[config.mk]
export PLATFORM = sky130hd
export DESIGN_NAME = pixel_line_unpacker
export DESIGN_NICKNAME = d
export VERILOG_FILES = /design/src/rtl/pxu_pkg.sv /design/src/rtl/pxu_mode_decode.sv /design/src/rtl/pxu_word_walker.sv /design/src/rtl/pxu_pixel_extract.sv /design/src/rtl/pxu_color_expand.sv /design/src/rtl/pixel_line_unpacker.sv
export SDC_FILE = /design/constraint.sdc
export NUM_CORES = 1
export LEC_CHECK = 0
export ABC_AREA = 1
export BUFFER_PORTS_ARGS = -buffer_cell sky130_fd_sc_hd__clkbuf_2
export CORE_MARGIN = 2
export CORE_UTILIZATION = 38
export CTS_CLUSTER_SIZE = 20
export DETAILED_ROUTE_END_ITERATION = 6
export GPL_ROUTABILITY_DRIVEN = 0
export GPL_TIMING_DRIVEN = 0
export PLACE_DENSITY = 0.66
export SYNTH_ARGS = -nofsm -noshare
export SYNTH_HDL_FRONTEND = slang
export SYNTH_SLANG_ARGS = --single-unit
[constraint.sdc]
create_clock -name clk -period 8 [get_ports clk]
set_input_delay 2 -clock clk [delete_from_list [all_inputs] [get_ports clk]]
set_output_delay 2 -clock clk [all_outputs]
set_load 0.01 [all_outputs]
[src/rtl/pxu_pkg.sv]
package pxu_pkg;

    localparam int WORD_W = 32;

    typedef enum logic [2:0] {
        FMT_IDX  = 3'd0,
        FMT_5551 = 3'd1,
        FMT_565  = 3'd2,
        FMT_444  = 3'd3,
        FMT_888  = 3'd4
    } pix_fmt_e;

    typedef enum logic [1:0] {
        ORD_LE_LE = 2'd0,
        ORD_BE_BE = 2'd1,
        ORD_LE_BE = 2'd2
    } pix_ord_e;

    typedef struct packed {
        pix_fmt_e   fmt;
        logic [2:0] lg;     // log2 of bits per pixel slot
        logic       swap;   // effective red/blue swap
    } mode_s;

    typedef struct packed {
        logic       is_index;
        logic [7:0] index;
        logic [7:0] r;
        logic [7:0] g;
        logic [7:0] b;
    } pix_s;

    function automatic pix_ord_e order_of(input logic be_b, input logic be_p);
        if (be_b)      return ORD_BE_BE;
        else if (be_p) return ORD_LE_BE;
        else           return ORD_LE_LE;
    endfunction

    // highest pixel number inside one word
    function automatic logic [4:0] last_slot(input logic [2:0] lg);
        return 5'(5'd31 >> lg);
    endfunction

    function automatic logic [31:0] swap_bytes(input logic [31:0] w);
        return {w[7:0], w[15:8], w[23:16], w[31:24]};
    endfunction

    function automatic logic [7:0] widen5(input logic [4:0] f);
        return {f, 3'b000};
    endfunction

    function automatic logic [7:0] widen6(input logic [5:0] f);
        return {f, 2'b00};
    endfunction

    function automatic logic [7:0] widen4(input logic [3:0] f);
        return {f, f};
    endfunction

endpackage

[src/rtl/pxu_mode_decode.sv]
module pxu_mode_decode
    import pxu_pkg::*;
#(
    parameter bit EXTENDED = 1'b0
) (
    input  logic [2:0] depth_code,
    input  logic       bgr_sel,
    input  logic [1:0] mux_sel,
    output mode_s      mode
);

    pix_fmt_e native_fmt;
    logic     native_swap;

    generate
        if (EXTENDED) begin : g_ext
            // native 16-bit depth is always 5551
            assign native_fmt  = FMT_5551;
            assign native_swap = bgr_sel;
        end else begin : g_plain
            // external select reinterprets the native 16-bit depth
            always_comb begin
                native_fmt  = FMT_565;
                native_swap = bgr_sel;
                case (mux_sel)
                    2'd1: native_fmt = FMT_5551;
                    2'd3: native_swap = 1'b1;
                    default: ;
                endcase
            end
        end
    endgenerate

    always_comb begin
        mode.fmt  = FMT_IDX;
        mode.lg   = depth_code;
        mode.swap = bgr_sel;
        case (depth_code)
            3'd4: begin
                mode.fmt  = native_fmt;
                mode.lg   = 3'd4;
                mode.swap = native_swap;
            end
            3'd5: begin
                mode.fmt = FMT_888;
                mode.lg  = 3'd5;
            end
            3'd6: begin
                mode.fmt = FMT_565;
                mode.lg  = 3'd4;
            end
            3'd7: begin
                mode.fmt = FMT_444;
                mode.lg  = 3'd4;
            end
            default: ;
        endcase
    end

endmodule

[src/rtl/pxu_word_walker.sv]
module pxu_word_walker
    import pxu_pkg::*;
#(
    parameter int COLS_W = 12
) (
    input  logic              clk,
    input  logic              rst,
    input  logic [2:0]        lg,
    input  logic [COLS_W-1:0] line_cols,
    input  logic              in_valid,
    output logic              in_ready,
    input  logic [WORD_W-1:0] in_word,
    output logic              out_valid,
    input  logic              out_ready,
    output logic              out_last,
    output logic              line_done,
    output logic [WORD_W-1:0] cur_word,
    output logic [4:0]        cur_slot
);

    logic              have_word;
    logic [WORD_W-1:0] word_q;
    logic [4:0]        slot_q;
    logic [COLS_W-1:0] col_q;
    logic              done_q;

    logic       out_fire;
    logic       word_end;
    logic       line_end;
    logic       take;
    logic [4:0] slot_max;

    assign slot_max = last_slot(lg);
    assign word_end = (slot_q == slot_max);
    assign line_end = (col_q == line_cols - COLS_W'(1));
    assign out_fire = have_word & out_ready;
    assign in_ready = ~have_word | (out_fire & (word_end | line_end));
    assign take     = in_valid & in_ready;

    always_ff @(posedge clk) begin
        if (rst) begin
            have_word <= 1'b0;
            word_q    <= '0;
            slot_q    <= '0;
            col_q     <= '0;
            done_q    <= 1'b0;
        end else begin
            done_q <= out_fire & line_end;
            if (out_fire) begin
                if (line_end) begin
                    col_q  <= '0;
                    slot_q <= '0;
                end else begin
                    col_q  <= col_q + COLS_W'(1);
                    slot_q <= word_end ? 5'd0 : slot_q + 5'd1;
                end
            end
            if (take) begin
                have_word <= 1'b1;
                word_q    <= in_word;
            end else if (out_fire & (word_end | line_end)) begin
                have_word <= 1'b0;
            end
        end
    end

    assign out_valid = have_word;
    assign out_last  = line_end;
    assign line_done = done_q;
    assign cur_word  = word_q;
    assign cur_slot  = slot_q;


    hold_on_stall_chk: assert property (@(posedge clk) disable iff (rst)
        (have_word && !out_ready) |=> (have_word && $stable(word_q) && $stable(slot_q)));


    col_in_range_chk: assert property (@(posedge clk) disable iff (rst)
        have_word |-> (col_q < line_cols));


    slot_in_range_chk: assert property (@(posedge clk) disable iff (rst)
        have_word |-> (slot_q <= slot_max));

endmodule

[src/rtl/pxu_pixel_extract.sv]
module pxu_pixel_extract
    import pxu_pkg::*;
(
    input  logic [WORD_W-1:0] word,
    input  logic [4:0]        slot,
    input  logic [2:0]        lg,
    input  pix_ord_e          order,
    output logic [23:0]       raw
);

    logic [WORD_W-1:0] src;
    logic [5:0]        bw;
    logic [5:0]        lin;
    logic [5:0]        pos;
    logic [WORD_W-1:0] mask;

    always_comb begin
        bw   = 6'd1 << lg;
        lin  = {1'b0, slot} << lg;
        src  = (order == ORD_BE_BE) ? swap_bytes(word) : word;
        mask = (lg >= 3'd5) ? '1 : ((32'd1 << bw) - 32'd1);
        case (order)
            // most significant end first after byte reversal
            ORD_BE_BE: pos = 6'd32 - lin - bw;
            // bytes ascending, sub-byte pixels from the top bit down
            ORD_LE_BE: begin
                if (lg < 3'd3)
                    pos = {lin[5:3], 3'b000} + (6'd8 - bw - {3'b000, lin[2:0]});
                else
                    pos = lin;
            end

            default:   pos = lin;
        endcase
        raw = 24'((src >> pos) & mask);
    end

endmodule

[src/rtl/pxu_color_expand.sv]
module pxu_color_expand
    import pxu_pkg::*;
(
    input  logic [23:0] raw,
    input  mode_s       mode,
    output pix_s        pix
);

    logic [7:0] lo_f;
    logic [7:0] mid_f;
    logic [7:0] hi_f;

    always_comb begin
        lo_f  = '0;
        mid_f = '0;
        hi_f  = '0;
        case (mode.fmt)
            FMT_5551: begin
                lo_f  = widen5(raw[4:0]);
                mid_f = widen5(raw[9:5]);
                hi_f  = widen5(raw[14:10]);
            end
            FMT_565: begin
                lo_f  = widen5(raw[4:0]);
                mid_f = widen6(raw[10:5]);
                hi_f  = widen5(raw[15:11]);
            end
            FMT_444: begin
                lo_f  = widen4(raw[3:0]);
                mid_f = widen4(raw[7:4]);
                hi_f  = widen4(raw[11:8]);
            end
            FMT_888: begin
                lo_f  = raw[7:0];
                mid_f = raw[15:8];
                hi_f  = raw[23:16];
            end
            default: ;
        endcase

        pix.is_index = (mode.fmt == FMT_IDX);
        pix.index    = pix.is_index ? raw[7:0] : 8'd0;
        pix.g        = mid_f;

        pix.r        = mode.swap ? hi_f : lo_f;
        pix.b        = mode.swap ? lo_f : hi_f;
    end

endmodule

[src/rtl/pixel_line_unpacker.sv]
module pixel_line_unpacker
    import pxu_pkg::*;
#(
    parameter int COLS_W   = 12,
    parameter bit EXTENDED = 1'b0
) (
    input  logic              clk,
    input  logic              rst,
    input  logic [2:0]        depth_code,
    input  logic              bgr_sel,
    input  logic              be_bytes,
    input  logic              be_pixels,
    input  logic [1:0]        mux_sel,
    input  logic [COLS_W-1:0] line_cols,
    output logic [COLS_W+1:0] line_bytes,
    input  logic              in_valid,
    output logic              in_ready,
    input  logic [31:0]       in_word,
    output logic              out_valid,
    input  logic              out_ready,
    output logic              out_last,
    output logic              out_is_index,
    output logic [7:0]        out_index,
    output logic [7:0]        out_r,
    output logic [7:0]        out_g,
    output logic [7:0]        out_b,
    output logic              line_done
);

    localparam int LB_W = COLS_W + 2;

    mode_s             mode;
    pix_ord_e          order;
    logic [WORD_W-1:0] cur_word;
    logic [4:0]        cur_slot;
    logic [23:0]       raw;
    pix_s              pix;
    logic [LB_W-1:0]   cols_x;

    assign order  = order_of(be_bytes, be_pixels);
    assign cols_x = LB_W'(line_cols);

    // bytes per line follow the depth code
    always_comb begin
        case (depth_code)
            3'd0:    line_bytes = cols_x >> 3;
            3'd1:    line_bytes = cols_x >> 2;
            3'd2:    line_bytes = cols_x >> 1;
            3'd3:    line_bytes = cols_x;
            3'd5:    line_bytes = cols_x << 2;
            default: line_bytes = cols_x << 1;
        endcase
    end

    pxu_mode_decode #(.EXTENDED(EXTENDED)) u_mode (
        .depth_code (depth_code),
        .bgr_sel    (bgr_sel),
        .mux_sel    (mux_sel),
        .mode       (mode)
    );

    pxu_word_walker #(.COLS_W(COLS_W)) u_walk (
        .clk       (clk),
        .rst       (rst),
        .lg        (mode.lg),
        .line_cols (line_cols),
        .in_valid  (in_valid),
        .in_ready  (in_ready),
        .in_word   (in_word),
        .out_valid (out_valid),
        .out_ready (out_ready),
        .out_last  (out_last),
        .line_done (line_done),
        .cur_word  (cur_word),
        .cur_slot  (cur_slot)
    );

    pxu_pixel_extract u_extract (
        .word  (cur_word),
        .slot  (cur_slot),
        .lg    (mode.lg),
        .order (order),
        .raw   (raw)
    );

    pxu_color_expand u_color (
        .raw  (raw),
        .mode (mode),
        .pix  (pix)
    );

    assign out_is_index = pix.is_index;
    assign out_index    = pix.index;
    assign out_r        = pix.r;
    assign out_g        = pix.g;
    assign out_b        = pix.b;


    index_no_color_chk: assert property (@(posedge clk) disable iff (rst)
        (out_valid && out_is_index) |-> ((out_r | out_g | out_b) == 8'd0));


    no_take_while_stalled_chk: assert property (@(posedge clk) disable iff (rst)
        (out_valid && !out_ready) |-> !in_ready);


    done_follows_last_chk: assert property (@(posedge clk) disable iff (rst)
        (out_valid && out_ready && out_last) |=> line_done);

endmodule

==> results.ini <==
[synth]
synth_area_leaders = nand3_1, nand2_1, dfxtp_1
yosysTopAreaCell = nand3_1
synth_area_um2 = 6790
synth-seq-area-share_pct = 15.04
synthCells = 1245
synth_edf_count = 0
synth_top_flop_cell = dfxtp_1
synth_top_area_share_pct = 20.20
async_flop_share_pct = 0
yosys_warnings = 0
yosysUniqueCellTypes = 47
syn_nets = 1321
ys_seq_elements = 51
syn_area_per_cell_um2 = 5.454

[clock_tree]
clk_pin_slew_ps = 60
root_buffer = clkbuf_16
htree_num_levels = 2
clock_latency_ps = 290
clock_tree.buffer_depth = 2
cts_tree = done
cts_buffers = 5
cts-hold-fix-buffers = 0
cts_sinks = 51

[layout]
area_growth_pct = 15.63
fin_cells = 1585
final_common_cell = nand2_1
antenna_cells = 0
regArea_um2 = 1021
fillers = 1956
fin_nets = 1435
multi_input_area_um2 = 4897
final_cell_mix = nand2_1, nand3_1, inv_1
drive_gt1_share_pct = 14.93

[drt]
drtIter0Drc = 737
wl_per_cell_um = 14.06
drc_errors = 0
viasPerCell = 5.333
vias = 8453
ant_nets = 0
drt_pass1_iterations = 5
wl_um = 22280

[setup_path]
timing.rr.start = u_walk.col_q[0]$_SDFFE_PP0P_
startpoint = depth_code[1]
cp-end-kind = output pin
start_kind = input port
critPathMaxFanout = 10
reg2reg_slack_ps = 5800
crit_arrival_ps = 5800
crit_type = input port to output pin
cp_data_required_time_ps = 6000

[placement]
dp_cells = 1570
place_ws_ps = -157.9
port_buffers = 100
hpwl_um = 18290

[run]
cap_violations = 0

[die]
core_area_um2 = 17360
die_x_um = 137.7
dieArea_um2 = 18950
num_io_pins = 107
fp.dieH_um = 137.7
rows = 48
start_util_pct = 39.12

[hold_path]
holdCritStartpoint = u_walk.cur_word[19]$_SDFFE_PP0P_
min_path_type = flip-flop to flip-flop

[sta]
slew_violations = 0
rsz0062_at_grt = yes
final.min_clock_period_ps = 7800
hold_violations = 0
slew_headroom_pct = 24.64
worst_pin_slew_ps = 1122
finalSetupViolCount = 0
setup-tns-final_ps = 0
period_share_pct = 97.50
finClkSkew_ps = 6.694
finalWorstSetupSlack_ps = 200.2
fmax_ghz = 0.1282

[power]
power.density_nw_per_um2 = 145.2
ir_worst_vdd_v = 0.0001189
p_leak_uw = 0.004079

[global_route]
grt_pass1_wl_um = 36570
antenna_found_initial = 0
grt_usage_pct = 23.60
grt_pass1_vias = 7587
grt_max_degree = 16
grt_overflow = 0

[run_status]
outcome = finished, final reports clean

==> synthesized netlist by cell type (all sizes together) (9+ instances only) <==
| cell | number |
|---|---|
| a21oi | 42 |
| nand2 | 353 |
| nor3 | 9 |
| nand4 | 32 |
| xor2 | 17 |
| inv | 151 |
| ha | 18 |
| o21ai | 61 |
| buf | 45 |
| nand3 | 275 |
| dfxtp | 51 |
| o22ai | 12 |
| nor2 | 83 |
| clkbuf | 26 |
==> where the power goes <==
part,switching (uW),internal [uW],total (uW)
Combinational,434,220,655
Sequential,10.7,268,279
Clock,91.1,116,207
==> routing by layer <==
layer	up-vias	part of all wire, %	global-route usage, %	routed length, um
li1	4349	-	-	-
met1	3722	47	32.99	10460
met2	337	44	37.67	9749
met3	45	6.6	2.391	1465
met4	0	2.7	8.076	603
met5	-	0	0	0
==> layout make-up <==
class / instances / area share (%)
Multi-Input combinational cell: 969 / 62.37
Sequential cell: 51 / 13.00
Inverter: 154 / 7.363
Timing Repair Buffer: 107 / 7.044
Buffer: 71 / 4.829
Tap cell: 225 / 3.586
Clock buffer: 6 / 1.641
Clock inverter: 2 / 0.1594
==> final timing paths <==
| path | end | depth (start not counted) |
|---|---|---|
| max reg2reg | u_walk.cur_word[20]$_SDFFE_PP0P_ | 15 |
| max | out_r[7] | 22 |
| min | u_walk.cur_word[19]$_SDFFE_PP0P_ | 2 |
| min reg2reg | u_walk.cur_word[19]$_SDFFE_PP0P_ | 2 |
==> cell families after synthesis <==
logic type      count (synthesis)  synth area share [%]
buf+inv                       225                 13.82
flops                          51                 15.04
other cells                     1               0.05523
fa+ha+maj                      20                 3.906
xor+xnor                       25                 3.225
simple gates                  768                 50.41
compound gates                155                 13.54
==> worst max-delay path, cell delays in order <==
cell	delay [ps]
clkbuf_2	180
inv_2	90
nor2_4	130
inv_2	70
nor2_2	130
nand2_1	90
nand2_1	90
inv_1	60
ha_1	330
ha_1	330
ha_1	250
fa_2	580
o21ai_1	120
nor2_4	240
buf_2	260
nand3_1	130
nand3_1	150
nand4_1	120
nand2_1	150
o21ai_1	70
nand2_1	100
clkbuf_2	130
==> through the flow <==
stage / util, % / area [um2] / power (uW) / hold WS [ps]
final: 45.24 / 7851 / 1140 / 481.8
after CTS: 44.46 / 7717 / 1108 / 487.3
after global placement: 43.63 / 7572 / 893.1 / 462.6
after floorplan: - / 6790 / 721.5 / 451.6
after detailed placement: 43.63 / 7572 / 898.3 / 470.6
after global routing: 45.24 / 7851 / 1235 / 502.3
==> sequential cells by signal (all words and copies together) (netlist names) <==
register	count
u_walk.col_q	12
u_walk.cur_slot	5
u_walk.out_valid	1
u_walk.cur_word	32
u_walk.line_done	1
==> timing repair <==
action                                  in CTS  in global routing
hold endpoints to repair                     0                  0
gates cloned                                 0                  0
gates resized for setup                      2                 27
endpoints found under the setup margin      27                 28
buffers inserted                             0                  7
pin swaps                                    0                  4
Power figures use the tool's default switching activity.
